<file path="src/rtl/bus_step_pkg.sv">
// Package: shared types for the bus acknowledge / single-step controller.
// Assumes all users agree on the two-valued operating mode below.
package bus_step_pkg;

    // Effective operating mode of the acknowledge path.
    typedef enum logic {
        MODE_RUN  = 1'b0,
        MODE_STEP = 1'b1
    } bus_mode_t;

endpackage

</file>
<file path="src/rtl/step_sync.sv">
// Module: step_sync
// Brings the asynchronous step request into the clk domain through a
// parameterised chain of flops, then emits a one-cycle pulse on each
// rising edge of the synchronised level.
// Assumes the request stays high and low for at least two clk cycles each.
module step_sync #(
    parameter int SYNC_STAGES = 2
) (
    input  logic clk,
    input  logic rst_n,
    input  logic req_async,
    output logic req_edge
);

    localparam int LAST = SYNC_STAGES - 1;

    logic [LAST:0] chain_q;
    logic          prev_q;

    genvar g;
    generate
        for (g = 0; g < SYNC_STAGES; g++) begin : g_stage
            if (g == 0) begin : g_first
                // Purpose: first capture flop for the asynchronous request.
                always_ff @(posedge clk) begin
                    if (!rst_n) chain_q[0] <= 1'b0;
                    else        chain_q[0] <= req_async;
                end
            end else begin : g_next
                // Purpose: further metastability settling stage.
                always_ff @(posedge clk) begin
                    if (!rst_n) chain_q[g] <= 1'b0;
                    else        chain_q[g] <= chain_q[g-1];
                end
            end
        end
    endgenerate

    // Purpose: remember last synchronised level for edge detection.
    always_ff @(posedge clk) begin
        if (!rst_n) prev_q <= 1'b0;
        else        prev_q <= chain_q[LAST];
    end

    // Purpose: rising-edge pulse of the synchronised request.
    always_comb begin
        req_edge = chain_q[LAST] & ~prev_q;
    end

    AST_EDGE_SINGLE_CYCLE: assert property (@(posedge clk) disable iff (!rst_n)
        req_edge |=> !req_edge);

endmodule

</file>
<file path="src/rtl/step_gate.sv">
// Module: step_gate
// Holds the effective mode, the pending-step flag and the release flag
// that lets one bus cycle finish in step mode.
// Assumes as_n is synchronous to clk. A cycle is open while as_n is low.
module step_gate
    import bus_step_pkg::*;
(
    input  logic      clk,
    input  logic      rst_n,
    input  logic      as_n,
    input  logic      mode_req,
    input  logic      step_edge,
    output bus_mode_t mode_q,
    output logic      released_q
);

    logic pending_q;
    logic grant;

    // Purpose: decide whether a step may release the open bus cycle now.
    always_comb begin
        grant = (mode_q == MODE_STEP) && !as_n && !released_q
                && (pending_q || step_edge);
    end

    // Purpose: sample the requested mode only between bus cycles.
    always_ff @(posedge clk) begin
        if (!rst_n)    mode_q <= MODE_RUN;
        else if (as_n) mode_q <= mode_req ? MODE_STEP : MODE_RUN;
    end

    // Purpose: set release on a grant, clear it when the strobe drops.
    always_ff @(posedge clk) begin
        if (!rst_n)     released_q <= 1'b0;
        else if (as_n)  released_q <= 1'b0;
        else if (grant) released_q <= 1'b1;
    end

    // Purpose: keep one step for a later cycle; discard in run mode.
    always_ff @(posedge clk) begin
        if (!rst_n)                  pending_q <= 1'b0;
        else if (mode_q == MODE_RUN) pending_q <= 1'b0;
        else if (grant)              pending_q <= 1'b0;
        else if (step_edge)          pending_q <= 1'b1;
    end

    AST_RELEASE_NEEDS_STEP: assert property (@(posedge clk) disable iff (!rst_n)
        $rose(released_q) |-> $past(pending_q || step_edge));

    AST_RELEASE_HOLDS: assert property (@(posedge clk) disable iff (!rst_n)
        (released_q && !as_n) |=> released_q);

    AST_MODE_FROZEN_IN_CYCLE: assert property (@(posedge clk) disable iff (!rst_n)
        !as_n |=> $stable(mode_q));

    AST_RUN_DROPS_PENDING: assert property (@(posedge clk) disable iff (!rst_n)
        (mode_q == MODE_RUN) |=> !pending_q);

endmodule

</file>
<file path="src/rtl/strobe_decode.sv">
// Module: strobe_decode
// Combinational output stage. It picks the acknowledge source for the
// effective mode and forms the pseudo enable strobe as a NOR of the strobes.
// Assumes the caller holds rst_n low to force the acknowledge off.
module strobe_decode
    import bus_step_pkg::*;
(
    input  logic      rst_n,
    input  logic      as_n,
    input  logic      ds_n,
    input  bus_mode_t mode,
    input  logic      released,
    output logic      dtack_n,
    output logic      pseudo_e
);

    // Purpose: zero-wait acknowledge in run mode, gated one in step mode.
    always_comb begin
        if (!rst_n)                dtack_n = 1'b1;
        else if (mode == MODE_RUN) dtack_n = as_n;
        else                       dtack_n = as_n | ~released;
    end

    // Purpose: rough enable, high only while both strobes are asserted.
    always_comb begin
        pseudo_e = ~(as_n | ds_n);
    end

endmodule

</file>
<file path="src/rtl/bus_ack_stepper.sv">
// Module: bus_ack_stepper (top)
// Acknowledge generator with an optional single-step gate for a
// 68000-family bus, plus a pseudo enable strobe built from the strobes.
// Assumes as_n, ds_n and step_mode are synchronous to clk, and step_req
// is asynchronous and slow.
module bus_ack_stepper
    import bus_step_pkg::*;
#(
    parameter int SYNC_STAGES = 2
) (
    input  logic clk,
    input  logic rst_n,
    input  logic as_n,
    input  logic ds_n,
    input  logic step_mode,
    input  logic step_req,
    output logic dtack_n,
    output logic pseudo_e
);

    logic      step_edge;
    bus_mode_t mode_eff;
    logic      released;

    step_sync #(.SYNC_STAGES(SYNC_STAGES)) u_sync (
        .clk      (clk),
        .rst_n    (rst_n),
        .req_async(step_req),
        .req_edge (step_edge)
    );

    step_gate u_gate (
        .clk       (clk),
        .rst_n     (rst_n),
        .as_n      (as_n),
        .mode_req  (step_mode),
        .step_edge (step_edge),
        .mode_q    (mode_eff),
        .released_q(released)
    );

    strobe_decode u_dec (
        .rst_n   (rst_n),
        .as_n    (as_n),
        .ds_n    (ds_n),
        .mode    (mode_eff),
        .released(released),
        .dtack_n (dtack_n),
        .pseudo_e(pseudo_e)
    );

    AST_RUN_ZERO_WAIT: assert property (@(posedge clk) disable iff (!rst_n)
        (mode_eff == MODE_RUN && !as_n) |-> !dtack_n);

    AST_NO_ACK_WHEN_IDLE: assert property (@(posedge clk) disable iff (!rst_n)
        as_n |-> dtack_n);

    AST_ENABLE_NEEDS_STROBES: assert property (@(posedge clk) disable iff (!rst_n)
        pseudo_e |-> (!as_n && !ds_n));

endmodule

</file>
<file path="config.mk">
export PLATFORM = sky130hd
export DESIGN_NAME = bus_ack_stepper
export DESIGN_NICKNAME = d
export VERILOG_FILES = /design/src/rtl/bus_step_pkg.sv /design/src/rtl/step_sync.sv /design/src/rtl/step_gate.sv /design/src/rtl/strobe_decode.sv /design/src/rtl/bus_ack_stepper.sv
export SDC_FILE = /design/constraint.sdc
export NUM_CORES = 1
export LEC_CHECK = 0
export BUFFER_PORTS_ARGS = -buffer_cell sky130_fd_sc_hd__clkbuf_2
export CAP_MARGIN = 10
export CORE_AREA = 4 4 41 43
export DETAILED_ROUTE_END_ITERATION = 8
export DIE_AREA = 0 0 45 47
export GPL_TIMING_DRIVEN = 1
export HOLD_SLACK_MARGIN = 0.15
export PLACE_DENSITY_LB_ADDON = 0.2
export SLEW_MARGIN = 30
export SYNTH_ARGS = -nofsm -noshare
export SYNTH_HDL_FRONTEND = slang
export SYNTH_SLANG_ARGS = --single-unit
</file>
<file path="constraint.sdc">
create_clock -name clk -period 1.1 [get_ports clk]
set_input_delay 0.055 -clock clk [delete_from_list [all_inputs] [get_ports clk]]
set_output_delay 0.055 -clock clk [all_outputs]
set_load 0.01 [all_outputs]
</file>
==> results of run 1 <==
per-layer routing:
| metal | wire length [um] | track usage (%) | vias up |
|---|---|---|---|
| li1 | - | - | 104 |
| met5 | 0 | 0 | - |
| met1 | 161 | 5.47 | 94 |
| met3 | 25 | 1.15 | 0 |
| met4 | 0 | 5.26 | 0 |
| met2 | 227 | 8.76 | 4 |
final cells by class:
type,instances,share of cell area (%)
flip-flops and latches,6,34.2
repair buffers,13,26.8
multi-input cells,13,24.3
clock buffers,3,6.34
well taps,15,5.28
inverters,3,3.17
worst max-delay path, stage by stage, from the launching register on:
cell	delay (ps)
sky130_fd_sc_hd__dfxtp_2	340
sky130_fd_sc_hd__inv_1	40
sky130_fd_sc_hd__a211o_1	240
sky130_fd_sc_hd__buf_2	140
final timing paths:
kind,from,endpoint,slack [ps],depth (start not counted)
worst min register to register,u_sync.chain_q[0],u_sync.chain_q[1],430,1
worst max-delay path,u_gate.released_q,dtack_n,40,3
worst max register to register,u_gate.mode_q,u_gate.released_q,220,2
worst min-delay path,as_n,u_gate.pending_q,160,3
cells in the mapped netlist (all sizes together):
library cell / instances
and2: 3
dfxtp: 6
a2111oi: 1
mux2i: 1
nor2: 4
a21oi: 1
o211ai: 1
inv: 3
nand2b: 1
a211o: 1
power breakdown:
group          total (mW)  internal (mW)  leakage, nW  switching [mW]
clock               0.194          0.123       0.0138          0.0709
combinational      0.0508         0.0312       0.0848          0.0196
sequential          0.229          0.225       0.0496         0.00325
flip-flops by register name (all words and copies together) (netlist names):
register	count
u_gate.released_q	1
u_gate.mode_q	1
u_sync.prev_q	1
u_gate.pending_q	1
u_sync.chain_q	2
logic make-up (layout without fill, tap and decap cells):
group / count (synthesis) / in the layout / synth area share, %
muxes: 1 / 1 / 4.60
buffers and inverters: 3 / 19 / 5.17
and+or+nand+nor: 8 / 8 / 18.4
AOI/OAI and AO/OA: 4 / 4 / 16.7
DFF: 6 / 6 / 55.2
through the flow:
stage          cell area (um^2)  util, %
6_report                    355     27.3
5_1_grt                     355     27.3
4_1_cts                     355     27.3
3_5_place_dp                272     20.9
3_3_place_gp                272     20.9
2_1_floorplan               218        -
timing repair:
item,in CTS,in global routing
setup endpoints to repair,1,2
hold buffers,6,1
resized for setup,1,1
hold endpoints to repair,6,1
pin swaps,0,1
==> flow_summary.rst, run 1 <==
.. list-table::
   :header-rows: 1

   * - Metric
     - Value
   * - Setup repair after global routing missed its margin
     - no
   * - TritonCTS clock tree
     - done
   * - Post-Route Skew
     - about 6.6 ps
   * - Die Footprint
     - 2120 um^2
   * - Remaining DRCs
     - 0
   * - Area delta synth->final
     - 63.2%
   * - Category of the worst setup path launch point
     - flip-flop
   * - Yosys Warn Count
     - 0
   * - GRT Residual Overflow
     - 0
   * - Total clock buffers created by CTS
     - 3
   * - Worst voltage drop across the vdd grid
     - ~460 uV
   * - Status
     - complete, no violations
   * - Largest area contributor in the netlist
     - sky130_fd_sc_hd__dfxtp_1
   * - Starting density of the core
     - 16.7%
   * - DR vias
     - around 200
   * - Power density cells
     - 1330 nW/um^2
   * - Leakage power total
     - between 0.1 and 0.15 nW
   * - Class of the worst hold path
     - in2reg
   * - Top post-synthesis cells by area
     - sky130_fd_sc_hd__dfxtp_1 55%, sky130_fd_sc_hd__and2_1 8.6%, sky130_fd_sc_hd__a2111oi_2 6.9%
   * - Endpoints failing hold
     - 0
   * - Kind of end point of the critical path
     - output pin
   * - Required time at the worst-slack endpoint
     - 1040 ps
   * - Slew HR
     - 81.8%
   * - Sequential-to-total area share from yosys stat
     - 55.2%
   * - Portion of the clock cycle consumed by the worst path in the final layout
     - 96.1%
   * - Maximum clock path buffer count
     - 2
   * - Signal arrival time at the worst endpoint
     - 1000 ps
   * - Count of different cell masters after synthesis
     - 10
   * - Layout fillers
     - 144
   * - Global-route wire length before repair
     - approximately 800 um
   * - Die boundary height
     - ~47 um
   * - Total chip power
     - 0.473 mW
   * - Mapped Nets
     - 28
   * - Final weighted congestion in routability-driven placement
     - 0.697
   * - Storage cell area
     - 121 um^2
   * - Clock H-tree levels
     - 1
   * - Count of buffers from port buffering
     - 7
   * - Reg clk slew, reported paths
     - roughly 50 ps
   * - Share of post-route cells with drive strength above 1
     - 31.6%
   * - Final routed wire length divided by cell count
     - 7.81 um
   * - Number of nets in the layout
     - 46
   * - Synthesized netlist cell count
     - 22
   * - Netlist area before placement
     - between 200 and 250 um^2
   * - Total core area
     - between 1000 and 1500 um^2
   * - Cells after DPL
     - 44
   * - Row count
     - 13
   * - Final max-slew violation count
     - 0
   * - Final hold slack
     - around 160 ps
   * - Finish-stage setup viols
     - 0
   * - Per-cell via count in the routed design
     - 3.81
   * - Via count of the first global-routing pass
     - about 210
   * - Number of antenna violations at the first check in global routing
     - 0
   * - Multi-input gate area in the final layout
     - 86.3 um^2
   * - Max-cap violation count
     - 0
   * - Post-layout instance count excluding filler cells
     - 53
   * - Worst-path maximum fanout
     - 4
   * - Root buffer selected by CTS
     - sky130_fd_sc_hd__clkbuf_4
   * - Routed WL
     - 414 um
   * - Area fraction of the dominant cell type after synthesis
     - 55.2%
   * - Placement Setup Slack
     - 205 ps
   * - Top-level I/O count
     - 8
   * - Average cell area after synthesis
     - roughly 10 um^2
   * - Number of detailed-routing iterations run before antenna repair
     - 4
   * - Transition time of the tightest slew-check pin
     - 273 ps
   * - Clock Latency Late Sink
     - 240 ps
   * - Post CTS Setup Buffer Count
     - 0
   * - Count of clock tree sinks
     - 6
   * - Die Wd
     - roughly 45 um
   * - Sum of negative setup slack
     - 0 ps
   * - Global router's overall resource usage
     - between 5 and 6%
   * - Antenna viol nets, final
     - 0
   * - #FFs+latches synth
     - 6
   * - Commonest cells after routing, fill and taps aside
     - 6 x sky130_fd_sc_hd__dlygate4sd3_1, 6 x sky130_fd_sc_hd__clkbuf_2, 5 x sky130_fd_sc_hd__dfxtp_1
   * - Pin count of the biggest net entering global routing
     - 5
   * - Iteration-0 DRC count of the detailed router
     - 3
   * - Slack of the critical path
     - 43.3 ps
   * - Classification of the worst setup path
     - reg2out
   * - Final Critical Period
     - 1060 ps
   * - Antenna Diode Count
     - 0
   * - Fmax
     - 946 MHz
No activity file was read; power rests on OpenSTA's default activity.
==> run 2, diff against run 1 <==
--- a/config.mk
+++ b/config.mk
@@ -6,7 +6,6 @@
 export NUM_CORES = 1
 export LEC_CHECK = 0
 export BUFFER_PORTS_ARGS = -buffer_cell sky130_fd_sc_hd__clkbuf_2
-export CAP_MARGIN = 10
 export CORE_AREA = 4 4 41 43
 export DETAILED_ROUTE_END_ITERATION = 8
 export DIE_AREA = 0 0 45 47
@@ -16,4 +15,5 @@
 export SLEW_MARGIN = 30
 export SYNTH_ARGS = -nofsm -noshare
 export SYNTH_HDL_FRONTEND = slang
+export SYNTH_HIERARCHICAL = 1
 export SYNTH_SLANG_ARGS = --single-unit
==> flow_summary.rst, run 2 <==
.. list-table::
   :header-rows: 1

   * - Metric
     - Value
   * - Die Wd
     - roughly 45 um
   * - Per-cell via count in the routed design
     - 3.67
   * - Switching part of the total power
     - 19.4%
   * - Worst voltage drop across the vdd grid
     - 419 uV
   * - #FFs+latches synth
     - 6
   * - Power share of the sequential group
     - around half
   * - Starting density of the core
     - 16.5%
   * - Share of post-route cells with drive strength above 1
     - 29.4%
   * - Die Footprint
     - 2120 um^2
   * - Global-route wire length before repair
     - between 600 and 700 um
   * - Register ranked first by flip-flop count
     - u_sync/chain_q
   * - Clock Latency Late Sink
     - 240 ps
   * - Clock H-tree levels
     - 1
   * - Total core area
     - 1300 um^2
   * - Top-level I/O count
     - 8
   * - Largest register FFs
     - 2
   * - Class of the worst hold path
     - in2out
   * - Count of buffers from port buffering
     - 7
   * - Setup repair after global routing missed its margin
     - no
   * - Fraction of registers with async set/reset
     - 0%
   * - Clk network pwr share
     - a little over two fifths
   * - Top_reg_cell synth
     - sky130_fd_sc_hd__dfxtp_1
   * - Ranking of synthesized cells by instance count
     - 6 x sky130_fd_sc_hd__dfxtp_1, 3 x sky130_fd_sc_hd__and2_1, 2 x sky130_fd_sc_hd__nand2b_1, 2 x sky130_fd_sc_hd__nor2_1, 2 x sky130_fd_sc_hd__o21ai_0
   * - Netlist area before placement
     - 215 um^2
   * - Total cell area at the placement stage
     - 269 um^2
   * - Yosys Warn Count
     - 6
   * - Largest area contributor in the netlist
     - sky130_fd_sc_hd__dfxtp_1
   * - Post-Route Skew
     - 2.22 ps
   * - Global router's overall resource usage
     - 4.58%
   * - Area delta synth->final
     - 51.7%
   * - Critical path launch point
     - as_n
   * - Top post-synthesis cells by area
     - sky130_fd_sc_hd__dfxtp_1 56%, sky130_fd_sc_hd__and2_1 8.7%, sky130_fd_sc_hd__nor2b_4 6.4%
   * - Required time at the worst-slack endpoint
     - between 1000 and 1500 ps
   * - Average cell area after synthesis
     - about 10 um^2
   * - Count of clock tree sinks
     - 6
   * - Number of nets in the layout
     - between 40 and 50
   * - Non-Filler Cell Area, Final
     - 327 um^2
   * - Total clock buffers created by CTS
     - 3
   * - Internal Pwr Total
     - 0.376 mW
   * - Mapped Nets
     - 27
   * - Category of the worst setup path launch point
     - input port
   * - Leakage power total
     - between 0.1 and 0.15 nW
   * - Share of power burned in combinational logic
     - 9.3%
   * - Signal arrival time at the worst endpoint
     - 960 ps
   * - Master of the slowest instance on the critical path
     - sky130_fd_sc_hd__dlygate4sd3_1
   * - Worst-path maximum fanout
     - 5
   * - TritonCTS clock tree
     - done
   * - Slew HR
     - between 80% and 90%
   * - Number of antenna violations at the first check in global routing
     - 0
   * - Transition time of the tightest slew-check pin
     - 249 ps
   * - Sequential-to-total area share from yosys stat
     - approximately 56%
   * - Sum of negative setup slack
     - 0 ps
   * - Root buffer selected by CTS
     - sky130_fd_sc_hd__clkbuf_4
   * - Antenna viol nets, final
     - 0
   * - GRT Residual Overflow
     - 0
   * - DR vias
     - 180
   * - Reg2reg start
     - u_sync/chain_q[1]
   * - Remaining DRCs
     - 0
   * - Routed WL
     - 373 um
   * - Max-cap violation count
     - 0
   * - Via count of the first global-routing pass
     - between 150 and 200
   * - Largest incremental delay on the critical path
     - ~600 ps
   * - Fmax
     - about 1000 MHz
   * - Endpoints failing hold
     - 0
   * - Final hold slack
     - about 330 ps
   * - Finish-stage setup viols
     - 0
   * - Portion of the clock cycle consumed by the worst path in the final layout
     - 92.3%
   * - Status
     - complete, no violations
   * - Final max-slew violation count
     - 0
   * - Sw Pwr
     - 0.0906 mW
   * - Cell breakdown of the critical path
     - dlygate4sd3_1, nand3b_1, clkbuf_2
   * - Final routed wire length divided by cell count
     - 7.61 um
   * - Number of detailed-routing iterations run before antenna repair
     - 3
   * - Row count
     - 13
   * - Die boundary height
     - 47 um
   * - Iteration-0 DRC count of the detailed router
     - 4
   * - Area fraction of the dominant cell type after synthesis
     - a little under three fifths
   * - Final weighted congestion in routability-driven placement
     - 0.665
   * - Final Critical Period
     - 1020 ps
   * - Pin count of the biggest net entering global routing
     - 8
   * - Count of different cell masters after synthesis
     - 11
   * - Classification of the worst setup path
     - in2out
   * - Power density cells
     - 1430 nW/um^2
   * - Total chip power
     - between 0.4 and 0.5 mW
   * - Maximum clock path buffer count
     - 2
   * - Hold Crit Start
     - ds_n
   * - EDFF count, synth
     - 0
   * - Final standard cell utilization of the core
     - around a quarter
   * - Antenna Diode Count
     - 0
   * - Commonest cells after routing, fill and taps aside
     - 6 x sky130_fd_sc_hd__clkbuf_2, 6 x sky130_fd_sc_hd__dfxtp_1, 4 x sky130_fd_sc_hd__dlygate4sd3_1
   * - Kind of end point of the critical path
     - output pin
   * - Most frequent cell after synthesis
     - sky130_fd_sc_hd__dfxtp_1
   * - Synthesized netlist cell count
     - 21
==> run 2: final timing paths <==
path / to / slack, ps / cells after the start
setup / recovery: dtack_n / 80 / 3
hold / removal: pseudo_e / 330 / 3
setup reg to reg: u_gate/released_q / 240 / 3
hold reg to reg: u_sync/chain_q[1] / 420 / 1
==> run 2: power by group through the flow <==
stage          clock network, mW  logic [mW]  registers, mW
6_report                   0.194      0.0435          0.229
5_1_grt                    0.209      0.0492          0.229
4_1_cts                    0.208      0.0458          0.229
3_5_place_dp                   0      0.0345          0.233
3_3_place_gp                   0      0.0340          0.232
2_1_floorplan                  0      0.0170          0.232
==> run 2: what timing repair did <==
item | 4_1_cts | 5_1_grt
endpoints found under the setup margin | 0 | 1
hold buffers | 4 | 0
endpoints found under the hold margin | 6 | 0
resized for setup | 0 | 0
buffers inserted | 0 | 0
==> run 2: kinds of logic after synthesis <==
logic type	synth area share [%]
AOI/OAI and AO/OA	6.97
buffers and inverters	1.74
DFF	55.8
muxes	4.65
and+or+nand+nor	30.8
==> run 2: critical path: cells and delay by family <==
family / cells / cell delay [ps]
buffers and inverters: 2 / 730
AND/OR/NAND/NOR: 1 / 180
==> run 2: cell type report <==
| type | instances | area [um^2] |
|---|---|---|
| Fill cell | 150 | 975 |
| Multi-Input combinational cell | 14 | 91.3 |
| Tap cell | 15 | 18.8 |
| Timing Repair Buffer | 10 | 70.1 |
| Clock buffer | 3 | 22.5 |
| Inverter | 1 | 3.75 |
| Sequential cell | 6 | 120 |
==> run 2: per-layer routing <==
layer | vias up | share of wire (%) | track usage, %
met3 | 0 | 5.6 | 1.15
met2 | 4 | 55 | 6.78
li1 | 94 | - | -
met4 | 0 | 0 | 7.02
met5 | - | 0 | 0
met1 | 82 | 39 | 4.33
==> run 2: per-stage QoR <==
| stage | cells | setup slack, ps |
|---|---|---|
| 4_1_cts | 50 | 17.4 |
| 2_1_floorplan | 21 | 326 |
| 6_report | 49 | 84.6 |
| 3_5_place_dp | 43 | 254 |
| 3_3_place_gp | 43 | 274 |
| 5_1_grt | 49 | 18.2 |
